==> src/rtl/irq_agg_pkg.sv <==
package irq_agg_pkg;

    localparam logic [3:0] IMASK_BLOCK_ALL = 4'hF;

    typedef enum logic [1:0] {
        STEP_HOLD = 2'd0,
        STEP_UP   = 2'd1,
        STEP_DOWN = 2'd2
    } cnt_step_e;

    function automatic cnt_step_e decode_step(input logic up, input logic down);
        if (up && !down)      return STEP_UP;
        else if (down && !up) return STEP_DOWN;
        else                  return STEP_HOLD;
    endfunction

endpackage

==> src/rtl/irq_src_slot.sv <==
module irq_src_slot
    import irq_agg_pkg::*;
#(
    parameter int unsigned CNT_W = 2,
    parameter int unsigned MAX   = 1
) (
    input  logic clk,
    input  logic rst_n,
    input  logic level,
    input  logic en_inc,
    input  logic en_dec,
    output logic pending,
    output logic pend_rise,
    output logic pend_fall
);
    localparam logic [CNT_W-1:0] MAX_L    = CNT_W'(MAX);
    localparam bit               NEVER_ON = (MAX == 0);

    typedef struct packed {
        logic             asserted;
        logic [CNT_W-1:0] cnt;
        logic             pending;
    } slot_t;

    slot_t st_d, st_q;

    always_comb begin
        st_d = st_q;
        if (level != st_q.asserted) begin
            st_d.asserted = level;
        end
        unique case (decode_step(en_inc, en_dec))
            STEP_UP:   if (st_q.cnt < MAX_L) st_d.cnt = st_q.cnt + 1'b1;
            STEP_DOWN: if (st_q.cnt != '0)   st_d.cnt = st_q.cnt - 1'b1;
            default:   st_d.cnt = st_q.cnt;
        endcase
        st_d.pending = st_d.asserted && !NEVER_ON && (st_d.cnt == MAX_L);
    end

    always_ff @(posedge clk) begin
        if (!rst_n) st_q <= '0;
        else        st_q <= st_d;
    end

    assign pending   = st_q.pending;
    assign pend_rise = st_d.pending && !st_q.pending;
    assign pend_fall = !st_d.pending && st_q.pending;

    assert_cnt_bounded_R2: assert property (@(posedge clk) disable iff (!rst_n)
        st_q.cnt <= MAX_L);

    assert_pend_has_level_R3: assert property (@(posedge clk) disable iff (!rst_n)
        pending |-> $past(level));

    assert_both_strobes_hold_R9: assert property (@(posedge clk) disable iff (!rst_n)
        (en_inc && en_dec) |=> $stable(st_q.cnt));

endmodule

==> src/rtl/irq_pend_counter.sv <==
module irq_pend_counter #(
    parameter int unsigned NUM_SRC = 8,
    localparam int unsigned CW     = $clog2(NUM_SRC + 1)
) (
    input  logic               clk,
    input  logic               rst_n,
    input  logic [NUM_SRC-1:0] rise,
    input  logic [NUM_SRC-1:0] fall,
    input  logic [NUM_SRC-1:0] pend_vec,
    output logic               irq
);
    typedef struct packed {
        logic [CW-1:0] cnt;
        logic          irq;
    } ctr_t;

    ctr_t          c_d, c_q;
    logic [CW-1:0] n_up, n_dn;

    always_comb begin
        n_up = '0;
        n_dn = '0;
        for (int i = 0; i < NUM_SRC; i++) begin
            n_up = n_up + CW'(rise[i]);
            n_dn = n_dn + CW'(fall[i]);
        end
        c_d     = c_q;
        c_d.cnt = c_q.cnt + n_up - n_dn;
        c_d.irq = (c_d.cnt != '0);
    end

    always_ff @(posedge clk) begin
        if (!rst_n) c_q <= '0;
        else        c_q <= c_d;
    end

    assign irq = c_q.irq;

    assert_no_overflow_R5: assert property (@(posedge clk) disable iff (!rst_n)
        c_q.cnt <= CW'(NUM_SRC));

    assert_count_tracks_flags_R5: assert property (@(posedge clk) disable iff (!rst_n)
        int'(c_q.cnt) == $countones(pend_vec));

    assert_irq_follows_flags_R5: assert property (@(posedge clk) disable iff (!rst_n)
        irq == (|pend_vec));

endmodule

==> src/rtl/irq_vec_picker.sv <==
module irq_vec_picker
    import irq_agg_pkg::*;
#(
    parameter int unsigned NUM_SRC  = 8,
    parameter int unsigned VEC_W    = 12,
    parameter int unsigned VEC_BASE = 'h100,
    parameter int unsigned VEC_STEP = 'h10
) (
    input  logic               clk,
    input  logic               rst_n,
    input  logic [NUM_SRC-1:0] pend_vec,
    input  logic               req,
    input  logic [3:0]         imask,
    output logic               valid,
    output logic [VEC_W-1:0]   code
);
    typedef struct packed {
        logic             valid;
        logic [VEC_W-1:0] code;
    } vec_t;

    vec_t             v_d, v_q;
    logic             found;
    logic [VEC_W-1:0] hit_code;

    always_comb begin
        found    = 1'b0;
        hit_code = '0;
        for (int i = NUM_SRC - 1; i >= 0; i--) begin
            if (pend_vec[i]) begin
                found    = 1'b1;
                hit_code = VEC_W'(VEC_BASE + i * VEC_STEP);
            end
        end
        v_d       = v_q;
        v_d.valid = 1'b0;
        if (req && found && (imask != IMASK_BLOCK_ALL)) begin
            v_d.valid = 1'b1;
            v_d.code  = hit_code;
        end
    end

    always_ff @(posedge clk) begin
        if (!rst_n) v_q <= '0;
        else        v_q <= v_d;
    end

    assign valid = v_q.valid;
    assign code  = v_q.code;

    assert_valid_after_req_R6: assert property (@(posedge clk) disable iff (!rst_n)
        valid |-> $past(req));

    assert_mask_blocks_R7: assert property (@(posedge clk) disable iff (!rst_n)
        valid |-> ($past(imask) != IMASK_BLOCK_ALL));

    assert_valid_needs_pending_R8: assert property (@(posedge clk) disable iff (!rst_n)
        valid |-> $past(|pend_vec));

endmodule

==> src/rtl/irq_pend_agg.sv <==
module irq_pend_agg #(
    parameter int unsigned NUM_SRC  = 8,
    parameter int unsigned CNT_W    = 2,
    parameter logic [NUM_SRC*CNT_W-1:0] EN_MAX =
        {2'd1, 2'd3, 2'd2, 2'd1, 2'd0, 2'd3, 2'd2, 2'd1},
    parameter int unsigned VEC_W    = 12,
    parameter int unsigned VEC_BASE = 'h100,
    parameter int unsigned VEC_STEP = 'h10
) (
    input  logic               clk,
    input  logic               rst_n,
    input  logic [NUM_SRC-1:0] src_level,
    input  logic [NUM_SRC-1:0] en_inc,
    input  logic [NUM_SRC-1:0] en_dec,
    input  logic               vec_req,
    input  logic [3:0]         cpu_imask,
    output logic               cpu_irq,
    output logic               vec_valid,
    output logic [VEC_W-1:0]   vec_code
);
    logic [NUM_SRC-1:0] pend_vec;
    logic [NUM_SRC-1:0] rise_vec;
    logic [NUM_SRC-1:0] fall_vec;

    for (genvar g = 0; g < NUM_SRC; g++) begin : g_slot
        irq_src_slot #(
            .CNT_W (CNT_W),
            .MAX   (int'(EN_MAX[g*CNT_W +: CNT_W]))
        ) u_slot (
            .clk       (clk),
            .rst_n     (rst_n),
            .level     (src_level[g]),
            .en_inc    (en_inc[g]),
            .en_dec    (en_dec[g]),
            .pending   (pend_vec[g]),
            .pend_rise (rise_vec[g]),
            .pend_fall (fall_vec[g])
        );
    end

    irq_pend_counter #(
        .NUM_SRC (NUM_SRC)
    ) u_ctr (
        .clk      (clk),
        .rst_n    (rst_n),
        .rise     (rise_vec),
        .fall     (fall_vec),
        .pend_vec (pend_vec),
        .irq      (cpu_irq)
    );

    irq_vec_picker #(
        .NUM_SRC  (NUM_SRC),
        .VEC_W    (VEC_W),
        .VEC_BASE (VEC_BASE),
        .VEC_STEP (VEC_STEP)
    ) u_pick (
        .clk      (clk),
        .rst_n    (rst_n),
        .pend_vec (pend_vec),
        .req      (vec_req),
        .imask    (cpu_imask),
        .valid    (vec_valid),
        .code     (vec_code)
    );

    assert_reset_quiet_R1: assert property (@(posedge clk)
        $past(!rst_n) |-> (!cpu_irq && !vec_valid));

endmodule

==> config.mk <==
export PLATFORM = sky130hd
export DESIGN_NAME = irq_pend_agg
export DESIGN_NICKNAME = d
export VERILOG_FILES = /design/src/rtl/irq_agg_pkg.sv /design/src/rtl/irq_src_slot.sv /design/src/rtl/irq_pend_counter.sv /design/src/rtl/irq_vec_picker.sv /design/src/rtl/irq_pend_agg.sv
export SDC_FILE = /design/constraint.sdc
export NUM_CORES = 1
export LEC_CHECK = 0
export BUFFER_PORTS_ARGS = -buffer_cell sky130_fd_sc_hd__buf_2
export CORE_ASPECT_RATIO = 1.1
export CORE_MARGIN = 2
export CORE_UTILIZATION = 30
export DETAILED_ROUTE_END_ITERATION = 16
export SYNTH_ARGS = -nofsm -noshare
export SYNTH_HDL_FRONTEND = slang
export SYNTH_SLANG_ARGS = --single-unit
==> constraint.sdc <==
create_clock -name clk -period 9.9 [get_ports clk]
set_clock_uncertainty 0.1 [all_clocks]
set_input_delay 0 -clock clk [delete_from_list [all_inputs] [get_ports clk]]
set_output_delay 0 -clock clk [all_outputs]
set_load 0.005 [all_outputs]
### Word-level counts from Yosys, hierarchy flattened

Index checks and enable logic that the tools add are counted.

| operators by class | value |
|---|---|
| add/subtract/negate cells | 29 |
| magnitude comparators | 7 |
| equality and inequality tests | 29 |
| muxes and demuxes | 59 |
| reduce and logical (&&, ||, !) cells | 73 |

Operator list:

| kind | count |
|---|---|
| $mux W9 | 8 |
| $mux W2 | 28 |
| $add A4 B1 Y4 | 10 |
| $logic_and A1 B1 Y1 | 37 |
| $logic_not A1 Y1 | 28 |
| $pmux W2 S2 | 7 |
| $eq A2 B2 Y1 const B | 11 |
| $eq A2 B1 Y1 const B | 10 |
| $mux W1 | 15 |
| $add A2 B1 Y2 const B | 7 |
| $reduce_bool A2 Y1 | 7 |
| $sub A2 B1 Y2 const B | 7 |
| $mux W13 | 1 |
| $lt A2 B2 Y1 const B | 4 |
| $ne A1 B1 Y1 | 7 |
| $lt A2 B1 Y1 const B | 3 |
| $add A1 B1 Y2 | 2 |
| $add A4 B1 Y4 const B | 1 |
| $add A4 B4 Y4 | 1 |
| $ne A4 B4 Y1 const B | 1 |
| $reduce_bool A4 Y1 | 1 |
| $sub A4 B4 Y4 | 1 |

| storage, ports and cells | value |
|---|---|
| flip-flop bits (word level) | 46 |
| output and inout bits | 14 |
| logic and storage cells | 222 |

### Depth between registers and ports, before layout

Gate-level depths: netlist of run 1.

| depth | value |
|---|---|
| word-level depth | 19 |
| depth in mapped cells | 19 |
| gate-level depth less buffers | 19 |

### Hierarchy

Synthesis of run 1 repeated with hierarchy kept, for this count alone.

| second synthesis, totals | value |
|---|---|
| cell total of the unflattened synthesis | 282 |
| area total of the unflattened synthesis | 2517.4 sq um |

By module, submodules not included:

| module | instances | cells each | area an instance (sq um) | seq. area each (sq um) |
|---|---|---|---|---|
| irq_src_slot at g_slot[0].u_slot ... | 3 | 29 | 252.7 | 60.1 |
| irq_pend_counter | 1 | 52 | 543.0 | 100.1 |
| irq_src_slot at g_slot[1].u_slot ... | 2 | 28 | 234.0 | 60.1 |
| irq_src_slot at g_slot[2].u_slot ... | 2 | 22 | 193.9 | 60.1 |
| irq_vec_picker | 1 | 39 | 334.1 | 100.1 |
| irq_src_slot at g_slot[3].u_slot | 1 | 4 | 26.3 | 0.0 |

### Worst setup path before layout of run 1

Ideal clock, no wire load.

| timing | value |
|---|---|
| path type | reg2reg |
| start point | register g_slot[1].u_slot.st_q[1] in the netlist's numbering |
| end point | register u_ctr.c_q (netlist bit u_ctr.irq) |
| library setup time | 125 ps |
| data arrival time | 4929 ps |
| required time | 9675 ps |
| slack | 4746 ps |
| stages on the path, launching flop included | 19 |
| buffers on the path | 0 |
| cells stage by stage | dfxtp_1 > inv_1 > ha_1 > nand2b_1 > a31o_1 > and3_1 > nor2_1 > ha_1 > fa_1 > fa_1 > inv_1 > fa_1 > inv_1 > fa_1 > inv_1 > fa_1 > fa_1 > xor2_1 > o41a_1 |

| between the ends | value |
|---|---|
| cells in the longest elaborated chain, start to end | 16 |

Ends and longest elaborated chain:

| item | RTL line | text |
|---|---|---|
| start: declaration | irq_src_slot.sv:25 | `slot_t st_d, st_q;` |
| start signal: assignment | irq_src_slot.sv:42 | `else st_q <= st_d;` |
| $sub A2 B1 Y2 (tied with other cells) | irq_src_slot.sv:34 | `STEP_DOWN: if (st_q.cnt != '0) st_d.cnt = st_q.cnt - 1'b1;` |
| $mux W2 (on tied branches) | irq_src_slot.sv:34, irq_src_slot.sv:33 |  |
| $pmux W2 S2 * | irq_src_slot.sv:32 | `unique case (decode_step(en_inc, en_dec))` |
| $eq A2 B2 Y1 * | irq_src_slot.sv:37 | `st_d.pending = st_d.asserted && !NEVER_ON && (st_d.cnt == MAX_L);` |
| $logic_and A1 B1 Y1 * | irq_src_slot.sv:37 |  |
| $logic_not A1 Y1 | irq_src_slot.sv:47 | `assign pend_fall = !st_d.pending && st_q.pending;` |
| $logic_and A1 B1 Y1 | irq_src_slot.sv:47 |  |
| $add A1 B1 Y2 | irq_pend_counter.sv:25 | `n_dn = n_dn + CW'(fall[i]);` |
| $add A4 B1 Y4 (6 in a row) | irq_pend_counter.sv:25 |  |
| $sub A4 B4 Y4 * | irq_pend_counter.sv:28 | `c_d.cnt = c_q.cnt + n_up - n_dn;` |
| $reduce_bool A4 Y1 * | irq_pend_counter.sv:29 | `c_d.irq = (c_d.cnt != '0);` |
| end signal: assignment | irq_pend_counter.sv:33 | `if (!rst_n) c_q <= '0;` |
| end signal: assignment | irq_pend_counter.sv:34 | `else c_q <= c_d;` |
| end: declaration | irq_pend_counter.sv:17 | `ctr_t c_d, c_q;` |

Mark *: on every way between the ends. The rest lies on a longest branch, timed or not.
A chain may end at the register's enable or synchronous reset.

### Final worst setup path of run 1

| timing | value |
|---|---|
| start point | register g_slot[0].u_slot.st_q[1] in the netlist's numbering |
| end point | register u_ctr.c_q (netlist bit u_ctr.irq) |

| between the ends | value |
|---|---|
| cells in the longest elaborated chain, start to end | 16 |

Ends and longest elaborated chain:

| item | RTL line |
|---|---|
| start: declaration | irq_src_slot.sv:25 |
| start signal: assignment | irq_src_slot.sv:42 |
| $sub A2 B1 Y2 (tied with other cells) | irq_src_slot.sv:34 |
| $mux W2 (on tied branches) | irq_src_slot.sv:34, irq_src_slot.sv:33 |
| $pmux W2 S2 * | irq_src_slot.sv:32 |
| $eq A2 B1 Y1 * | irq_src_slot.sv:37 |
| $logic_and A1 B1 Y1 * | irq_src_slot.sv:37 |
| $logic_not A1 Y1 | irq_src_slot.sv:47 |
| $logic_and A1 B1 Y1 | irq_src_slot.sv:47 |
| $add A1 B1 Y2 | irq_pend_counter.sv:25 |
| $add A4 B1 Y4 (6 in a row) | irq_pend_counter.sv:25 |
| $sub A4 B4 Y4 * | irq_pend_counter.sv:28 |
| $reduce_bool A4 Y1 * | irq_pend_counter.sv:29 |

Marked as above.

==> flow_summary.json, run 1 <==
{
  "status": "complete, no violations",
  "crit_required_ns": 9.97,
  "cts.clk_slew.worst_paths_ns": 0.07,
  "grt_max_degree": 33,
  "min_path_cells": 3,
  "clkPwrFrac_pct": 22.3,
  "rows": 34,
  "cts_resized": 0,
  "drc": 0,
  "post-place-ws_ns": 4.47,
  "routed_wl_um": 3920,
  "ys.warnings.count": 0,
  "synth.area.top_cells": "dfxtp_1 26%, ha_1 19%, fa_1 10%",
  "cts.path.max_buffers": 2,
  "ys_ff_latch": 31,
  "async_reset_ff_share_pct": 0,
  "p_sw_share_pct": 35.3,
  "die_w_um": 89.3,
  "rsz0062_at_grt": "false",
  "pwr-share-seq_pct": 34.4,
  "finalHoldViolations": 0,
  "core_area_um2": 7830,
  "cts_tree": "done",
  "area_delta_synth_final_pct": 13.9,
  "drive_gt1_share_pct": 14.0,
  "finalMaxSlewViolations": 0,
  "synthesis.area_um2": 2400,
  "final_nets": 385,
  "io_buffers": 33,
  "ioPinCount": 45,
  "hold_path_class": "input pin to flop",
  "num_antenna_cells": 0,
  "vdd_drop_max_v": 0.0000657,
  "rrSetupSlack_ns": 4.51,
  "synth_seq_area_share_pct": 25.8,
  "dr.first_iter.drc_count": 54,
  "cts.sinks": 31,
  "p_leak_nw": 1.30,
  "vias": 1743,
  "internal_power_uw": 280,
  "post_cts_buffers": 0,
  "antenna_found_initial": 0,
  "first_global_vias": 1709,
  "firstDrtPassIters": 4,
  "crit_arrival_ns": 5.46,
  "nFillCells": 840,
  "synth.avg_cell_area_um2": 8.86,
  "combPwrFrac_pct": 43.3,
  "fin_crit_ns": 5.39,
  "drv_cap": 0,
  "final_common_cell": "inv_1",
  "period_share_pct": 54.4,
  "h-tree-depth": 2,
  "cts-hold-fix-buffers": 0,
  "netlist.area_leader.share_pct": 25.8,
  "power.density_nw_per_um2": 158,
  "setup_tns_ns": 0,
  "grt_pass1_wl_um": 6960,
  "die_h_um": 97.9,
  "synth_edf_count": 0,
  "ant_nets": 0,
  "syn_inst": 271,
  "cts_made_buffers": 5,
  "max_freq_mhz": 186,
  "synth.distinct_cells": 35,
  "critPathKind": "flop to flop",
  "hpwl_um": 3220,
  "power_switching_uw": 153,
  "startpoint_type": "flop",
  "insertion_delay_ns": 0.28,
  "wl_per_cell_um": 9.45,
  "grt_overflow": 0,
  "gr-usage-all-layers_pct": 9.87,
  "total_power_uw": 432,
  "final_cell_mix": "46 x inv_1, 36 x ha_1, 33 x buf_2, 31 x dfxtp_1",
  "cts-root-buf": "clkbuf_8",
  "routed_via_density": 4.20,
  "synthFlopType": "dfxtp_1",
  "synth_top_area_cell": "dfxtp_1",
  "worst-r2r-cell-count": 18,
  "setup_viol": 0,
  "worst_slack_ns": 4.51,
  "die_area_um2": 8740,
  "worstSetupEndpointType": "flop",
  "start_util_pct": 30.7,
  "gp_congestion": 0.730,
  "path_max_fanout": 3
}
cells in the mapped netlist, drive strengths merged (2+ instances only):
| cell | instances |
|---|---|
| nor2 | 8 |
| and2 | 23 |
| o2111a | 3 |
| buf | 8 |
| nor2b | 23 |
| inv | 46 |
| ha | 36 |
| nor3 | 4 |
| dfxtp | 31 |
| o21ai | 11 |
| mux2i | 2 |
| a31o | 2 |
| a31oi | 5 |
| a21oi | 6 |
| o21a | 4 |
| or3 | 2 |
| xor2 | 2 |
| a32oi | 3 |
| a21boi | 2 |
| and3 | 2 |
| clkbuf | 4 |
| nand2b | 12 |
| fa | 12 |
| nand2 | 12 |
layer usage:
metal	wire, um	GRT usage (%)
met4	56	2.76
met5	0	0
met2	1900	17.3
met1	1820	11.5
met3	149	2.79
final cells by class:
type                       instances  area [um2]  share of cell area (%)
inverter                          46         173                    6.31
multi-input combinational        189        1560                    57.0
clock inverter                     1        5.00                   0.183
timing repair buffer              33         165                    6.04
clock buffer                       7        76.3                    2.79
tap                              108         135                    4.94
sequential                        31         621                    22.7
power groups by stage:
stage / registers [mW] / logic [mW] / clock network, mW
after floorplan: 0.150 / 0.153 / 0
after global placement: 0.151 / 0.189 / 0
after detailed placement: 0.152 / 0.192 / 0
after CTS: 0.149 / 0.193 / 0.100
after global routing: 0.151 / 0.220 / 0.105
final: 0.149 / 0.187 / 0.0962
metrics by stage:
step | hold WS, ns | cells | instance area (um2) | utilization, %
after detailed placement | 0.288 | 407 | 2650 | 33.9
after floorplan | 0.184 | 278 | 2430 | -
final | 0.00805 | 415 | 2740 | 34.9
after global routing | 0.0226 | 415 | 2740 | 34.9
after global placement | 0.284 | 407 | 2650 | 33.9
after CTS | 0.00437 | 415 | 2740 | 34.9
logic make-up (layout without fill, tap and decap cells):
kind of cell / Yosys count / after routing / synth area share (%)
compound gates: 40 / 40 / 11.8
xor+xnor: 3 / 3 / 1.41
fa+ha+maj: 48 / 48 / 28.7
buf+inv: 58 / 87 / 10.3
flops: 31 / 31 / 25.8
mux: 2 / 2 / 0.833
other cells: 1 / 8 / 0.156
simple gates: 88 / 88 / 20.9
critical path: stages, from the launching register on:
cell and delay (ns):
dfxtp_1 0.37, inv_1 0.09, ha_1 0.19, nand2b_1 0.14, a31oi_1 0.20, o2111a_1 0.27, nor2b_1 0.07, ha_1 0.32
fa_1 0.50, fa_1 0.49, inv_1 0.05, fa_1 0.49, inv_1 0.05, fa_1 0.53, inv_1 0.05, fa_1 0.46
fa_1 0.39, xor2_1 0.16, o41a_1 0.37
state kept, by name, summed over array words and instances, names as in the netlist:
| name | flops |
|---|---|
| g_slot.u_slot.st_q | 14 |
| g_slot.u_slot.pending | 7 |
| u_ctr.c_q | 4 |
| u_pick.code | 4 |
| u_ctr.irq | 1 |
| u_pick.valid | 1 |
worst paths after layout:
check                                           start                                  end
hold / removal                           src_level[1]  g_slot[1].u_slot.pending$_SDFF_PN0_
hold reg to reg           u_pick.code[5]$_SDFFE_PN0P_          u_pick.code[5]$_SDFFE_PN0P_
setup reg to reg  g_slot[0].u_slot.st_q[1]$_SDFF_PN0_                 u_ctr.irq$_SDFF_PN0_
setup / recovery  g_slot[0].u_slot.st_q[1]$_SDFF_PN0_                 u_ctr.irq$_SDFF_PN0_
(Power assumes the default switching activity.)
==> run 2: changes to the inputs <==
==> constraint.sdc (replaced) <==
create_clock -name clk -period 5.5 [get_ports clk]
set_clock_uncertainty 0.1 [all_clocks]
set_input_delay 0 -clock clk [delete_from_list [all_inputs] [get_ports clk]]
set_output_delay 0 -clock clk [all_outputs]
set_load 0.005 [all_outputs]
==> run 2 against run 1 <==
Non-clock buffer count did not move. Sequential share of layout area is 0.36 points lower. Critical endpoint unchanged. Largest power group unchanged. Sequential power rose by 80%. Largest cell class unchanged. Global-route usage grew 0.48 points.
==> flow_summary.json, run 2 (synthesis results as in run 1) <==
{
  "slowest_delay_ns": 0.52,
  "critPathSlowestCell": "fa_1",
  "finalHoldViolations": 0,
  "cts_made_buffers": 5,
  "setup_viol": 0,
  "largest_reg_flops": 14,
  "wl_per_cell_um": 9.91,
  "cts_tree": "done",
  "drv_cap": 0,
  "io_buffers": 33,
  "worstSetupEndpointType": "flop",
  "routed_wl_um": 4110,
  "gr-usage-all-layers_pct": 10.3,
  "routed_via_density": 4.30,
  "final_nets": 385,
  "p_leak_nw": 1.32,
  "fin_crit_ns": 5.26,
  "crit_arrival_ns": 5.33,
  "cts.sinks": 31,
  "cp-startpoint": "g_slot[0].u_slot.st_q[1]$_SDFF_PN0_",
  "crit_chain": "inv_1 > ha_1 > a32oi_2 > o2111a_1 > nor2b_1 > ha_1 > fa_1 > fa_1 > inv_1 > fa_1 > inv_1 > fa_1 > inv_1 > fa_2 > fa_1 > xor2_1 > o41a_1",
  "top_register": "g_slot.u_slot.st_q",
  "max_freq_mhz": 190,
  "min_from": "src_level[6]",
  "ant_nets": 0,
  "startpoint_type": "flop",
  "rows": 34,
  "core_area_um2": 7830,
  "start_util_pct": 30.7,
  "r2r_start": "g_slot[0].u_slot.st_q[1]$_SDFF_PN0_",
  "nFillCells": 832,
  "num_antenna_cells": 0,
  "insertion_delay_ns": 0.28,
  "crit_required_ns": 5.56,
  "setup_tns_ns": 0,
  "final_common_cell": "inv_1",
  "post-place-ws_ns": 0.119,
  "die_area_um2": 8740,
  "die_h_um": 97.9,
  "cts.path.max_buffers": 2,
  "gp_congestion": 0.742,
  "grt_overflow": 0,
  "cts-root-buf": "clkbuf_8",
  "vias": 1786,
  "h-tree-depth": 2,
  "period_share_pct": 95.7,
  "finalMaxSlewViolations": 0,
  "die_w_um": 89.3,
  "critPathKind": "flop to flop",
  "dr.first_iter.drc_count": 53,
  "status": "complete, no violations",
  "area_delta_synth_final_pct": 16.1,
  "drive_gt1_share_pct": 16.3,
  "drc": 0,
  "ioPinCount": 45,
  "antenna_found_initial": 0,
  "worst_slack_ns": 0.235,
  "grt_pass1_wl_um": 7310,
  "final_cell_mix": "46 x inv_1, 36 x ha_1, 33 x buf_2, 29 x dfxtp_1",
  "hold_path_class": "input pin to flop",
  "rsz0062_at_grt": "false",
  "multi_input_area_um2": 1580,
  "firstDrtPassIters": 4,
  "register_area_um2": 623,
  "path_max_fanout": 3,
  "cts.clk_slew.worst_paths_ns": 0.07,
  "cpMostUsedCell": "fa_1",
  "vdd_drop_max_v": 0.000152,
  "power.density_nw_per_um2": 307,
  "grt_max_degree": 33,
  "first_global_vias": 1788,
  "hpwl_um": 3360,
  "cts-hold-fix-buffers": 0
}
-- run 2: layout make-up --
class	instances	share of cell area [%]
clock inverters	2	1.26
inverters	46	6.19
repair buffers	33	5.92
well taps	108	4.84
flip-flops and latches	31	22.3
clock buffers	6	2.96
multi-input cells	189	56.5
-- run 2: stage by stage --
step / hold slack [ns] / instance area, um2 / std cells / total power, mW / util [%]
6_report: 0.0175 / 2790 / 415 / 0.856 / 35.6
5_1_grt: 0.0321 / 2790 / 415 / 0.927 / 35.6
4_1_cts: 0.00823 / 2770 / 415 / 0.865 / 35.4
3_5_place_dp: 0.287 / 2650 / 407 / 0.625 / 33.9
3_3_place_gp: 0.284 / 2650 / 407 / 0.612 / 33.9
2_1_floorplan: 0.184 / 2430 / 278 / 0.546 / -
-- run 2: worst paths after layout --
| check | end | slack [ns] | cells after the start |
|---|---|---|---|
| max | u_ctr.irq$_SDFF_PN0_ | 0.24 | 17 |
| min | g_slot[6].u_slot.pending$_SDFF_PN0_ | 0.02 | 4 |
| max reg2reg | u_ctr.irq$_SDFF_PN0_ | 0.24 | 17 |
| min reg2reg | u_pick.code[8]$_SDFFE_PN0P_ | 0.36 | 1 |
-- run 2: what timing repair did --
item,4_1_cts,5_1_grt
setup buffers,0,0
resized for setup,0,5
endpoints found under the setup margin,0,1
-- run 2: per-layer routing --
layer  wire [um]  global-route usage [%]  vias to the layer above  part of all wire (%)
met5           0                       0                        -                     0
li1            -                       -                      916                     -
met4          66                    3.67                        0                   1.6
met3         167                    2.70                        6                   4.1
met2        2070                    18.0                       28                    50
met1        1800                    12.0                      836                    44
-- run 2: power breakdown --
part | internal [mW] | switching (mW) | total, mW
Combinational | 0.166 | 0.190 | 0.356
Clock | 0.146 | 0.0857 | 0.232
Sequential | 0.253 | 0.0145 | 0.268
-- run 2: worst max-delay path, delay by kind of cell, from the launching register on --
family	cells	cell delay, ns
flops	1	0.35
buf+inv	4	0.25
fa+ha+maj	8	3.42
compound gates	3	0.80
xor+xnor	1	0.16
simple gates	1	0.06
==> run 3: changes to the inputs <==
--- a/config.mk
+++ b/config.mk
@@ -5,11 +5,12 @@
 export SDC_FILE = /design/constraint.sdc
 export NUM_CORES = 1
 export LEC_CHECK = 0
-export BUFFER_PORTS_ARGS = -buffer_cell sky130_fd_sc_hd__buf_2
+export BUFFER_PORTS_ARGS = -buffer_cell sky130_fd_sc_hd__buf_4
 export CORE_ASPECT_RATIO = 1.1
 export CORE_MARGIN = 2
 export CORE_UTILIZATION = 30
 export DETAILED_ROUTE_END_ITERATION = 16
+export HOLD_SLACK_MARGIN = 0.05
 export SYNTH_ARGS = -nofsm -noshare
 export SYNTH_HDL_FRONTEND = slang
 export SYNTH_SLANG_ARGS = --single-unit
==> constraint.sdc (replaced) <==
create_clock -name clk -period 5.5 [get_ports clk]
set_clock_uncertainty 0.1 [all_clocks]
set_input_delay 0 -clock clk [delete_from_list [all_inputs] [get_ports clk]]
set_output_delay 0 -clock clk [all_outputs]
set_load 0.05 [all_outputs]
==> run 3 against run 2 <==
First-iteration DRC count is 36% lower. Largest power group unchanged. Critical path depth grew 1. Sequential cell count is the same. Maximum frequency is essentially flat.
==> flow_summary.json, run 3 (synthesis results as in run 1) <==
{
  "cts_made_buffers": 5,
  "fin_util_pct": 37.1,
  "largest_reg_flops": 14,
  "num_antenna_cells": 0,
  "rows": 34,
  "min_from": "src_level[7]",
  "cts.clk_slew.worst_paths_ns": 0.06,
  "period_share_pct": 95.7,
  "setup_viol": 0,
  "hpwl_um": 3290,
  "io_buffers": 33,
  "crit_required_ns": 5.57,
  "routed_via_density": 4.23,
  "fin_crit_ns": 5.26,
  "final_common_cell": "inv_1",
  "crit_arrival_ns": 5.33,
  "ioPinCount": 45,
  "grt_max_degree": 33,
  "whs_ns": 0.0595,
  "die_w_um": 89.3,
  "cp-startpoint": "g_slot[1].u_slot.st_q[1]$_SDFF_PN0_",
  "insertion_delay_ns": 0.28,
  "die_h_um": 97.9,
  "first_global_vias": 1836,
  "core_area_um2": 7830,
  "r2r_start": "g_slot[1].u_slot.st_q[1]$_SDFF_PN0_",
  "dr.first_iter.drc_count": 34,
  "gr-usage-all-layers_pct": 10.6,
  "vias": 1775,
  "max_freq_mhz": 190,
  "cts-root-buf": "clkbuf_8",
  "routed_wl_um": 4060,
  "ant_nets": 0,
  "worstSetupEndpointType": "flop",
  "power.density_nw_per_um2": 284,
  "start_util_pct": 30.7,
  "drive_gt1_share_pct": 15.7,
  "area_delta_synth_final_pct": 20.7,
  "grt_overflow": 0,
  "cts.path.max_buffers": 2,
  "firstDrtPassIters": 4,
  "drc": 0,
  "total_power_uw": 824,
  "wl_per_cell_um": 9.67,
  "vdd_drop_max_v": 0.000126,
  "grt_pass1_wl_um": 7410,
  "cts.sinks": 31,
  "hold_path_class": "input pin to flop",
  "critPathKind": "flop to flop",
  "path_max_fanout": 3,
  "drv_cap": 0,
  "status": "complete, no violations",
  "finalHoldViolations": 0,
  "h-tree-depth": 2,
  "top_register": "g_slot.u_slot.st_q",
  "finalMaxSlewViolations": 0,
  "final_nets": 392,
  "final_cell_mix": "46 x inv_1, 36 x ha_1, 33 x buf_4, 27 x dfxtp_1",
  "p_leak_nw": 1.35,
  "startpoint_type": "flop",
  "gp_congestion": 0.744,
  "die_area_um2": 8740,
  "antenna_found_initial": 0,
  "cts_tree": "done"
}
==> run 3: worst paths after layout <==
check | endpoint | slack, ns | cells past startpoint
hold reg to reg | u_pick.code[5]$_SDFFE_PN0P_ | 0.37 | 2
setup reg to reg | u_ctr.irq$_SDFF_PN0_ | 0.24 | 18
setup / recovery | u_ctr.irq$_SDFF_PN0_ | 0.24 | 18
hold / removal | g_slot[7].u_slot.pending$_SDFF_PN0_ | 0.06 | 3
==> run 3: where the power goes <==
| part | switching (mW) | leakage [nW] | internal (mW) |
|---|---|---|---|
| Combinational | 0.215 | 1.06 | 0.177 |
| Clock | 0.0799 | 0.0371 | 0.0841 |
| Sequential | 0.0147 | 0.255 | 0.253 |
==> run 3: critical path, stage by stage, from the launching register on <==
cell,delay (ns)
dfxtp_2,0.33
inv_1,0.06
ha_1,0.28
nand2b_1,0.14
a31o_1,0.21
and3_1,0.18
nor2_1,0.09
ha_1,0.25
fa_1,0.51
fa_1,0.49
inv_1,0.05
fa_1,0.50
inv_1,0.05
fa_1,0.52
inv_1,0.06
fa_2,0.40
fa_1,0.38
xor2_1,0.17
o41a_1,0.36
==> run 3: metal layers <==
metal | vias up | wire length [um] | share of wire (%) | GRT usage (%)
li1 | 929 | - | - | -
met1 | 814 | 1800 | 44 | 12.2
met2 | 24 | 2040 | 50 | 18.4
met3 | 8 | 156 | 3.8 | 2.11
met4 | 0 | 72 | 1.8 | 4.71
met5 | - | 0 | 0 | 0
==> run 3: stage by stage <==
stage / instance area (um2) / std cells / setup TNS, ns / setup WS, ns
6_report: 2900 / 420 / 0 / 0.235
3_3_place_gp: 2740 / 407 / 0 / 0.202
4_1_cts: 2880 / 420 / 0 / 0.104
3_5_place_dp: 2740 / 407 / 0 / 0.119
2_1_floorplan: 2430 / 278 / 0 / 0.346
5_1_grt: 2900 / 420 / -0.00890 / -0.00890
==> run 3: timing repair <==
action	CTS	global route
buffers inserted	0	0
hold buffers	7	0
gates resized for setup	0	7
setup endpoints to repair	0	1
endpoints found under the hold margin	29	0
==> run 3: area by class of cell <==
cell class	count	area, um2
repair buffers	40	318
clock buffers	6	72.6
multi-input cells	189	1580
well taps	108	135
flip-flops and latches	31	626
inverters	46	173
fillers	829	4930
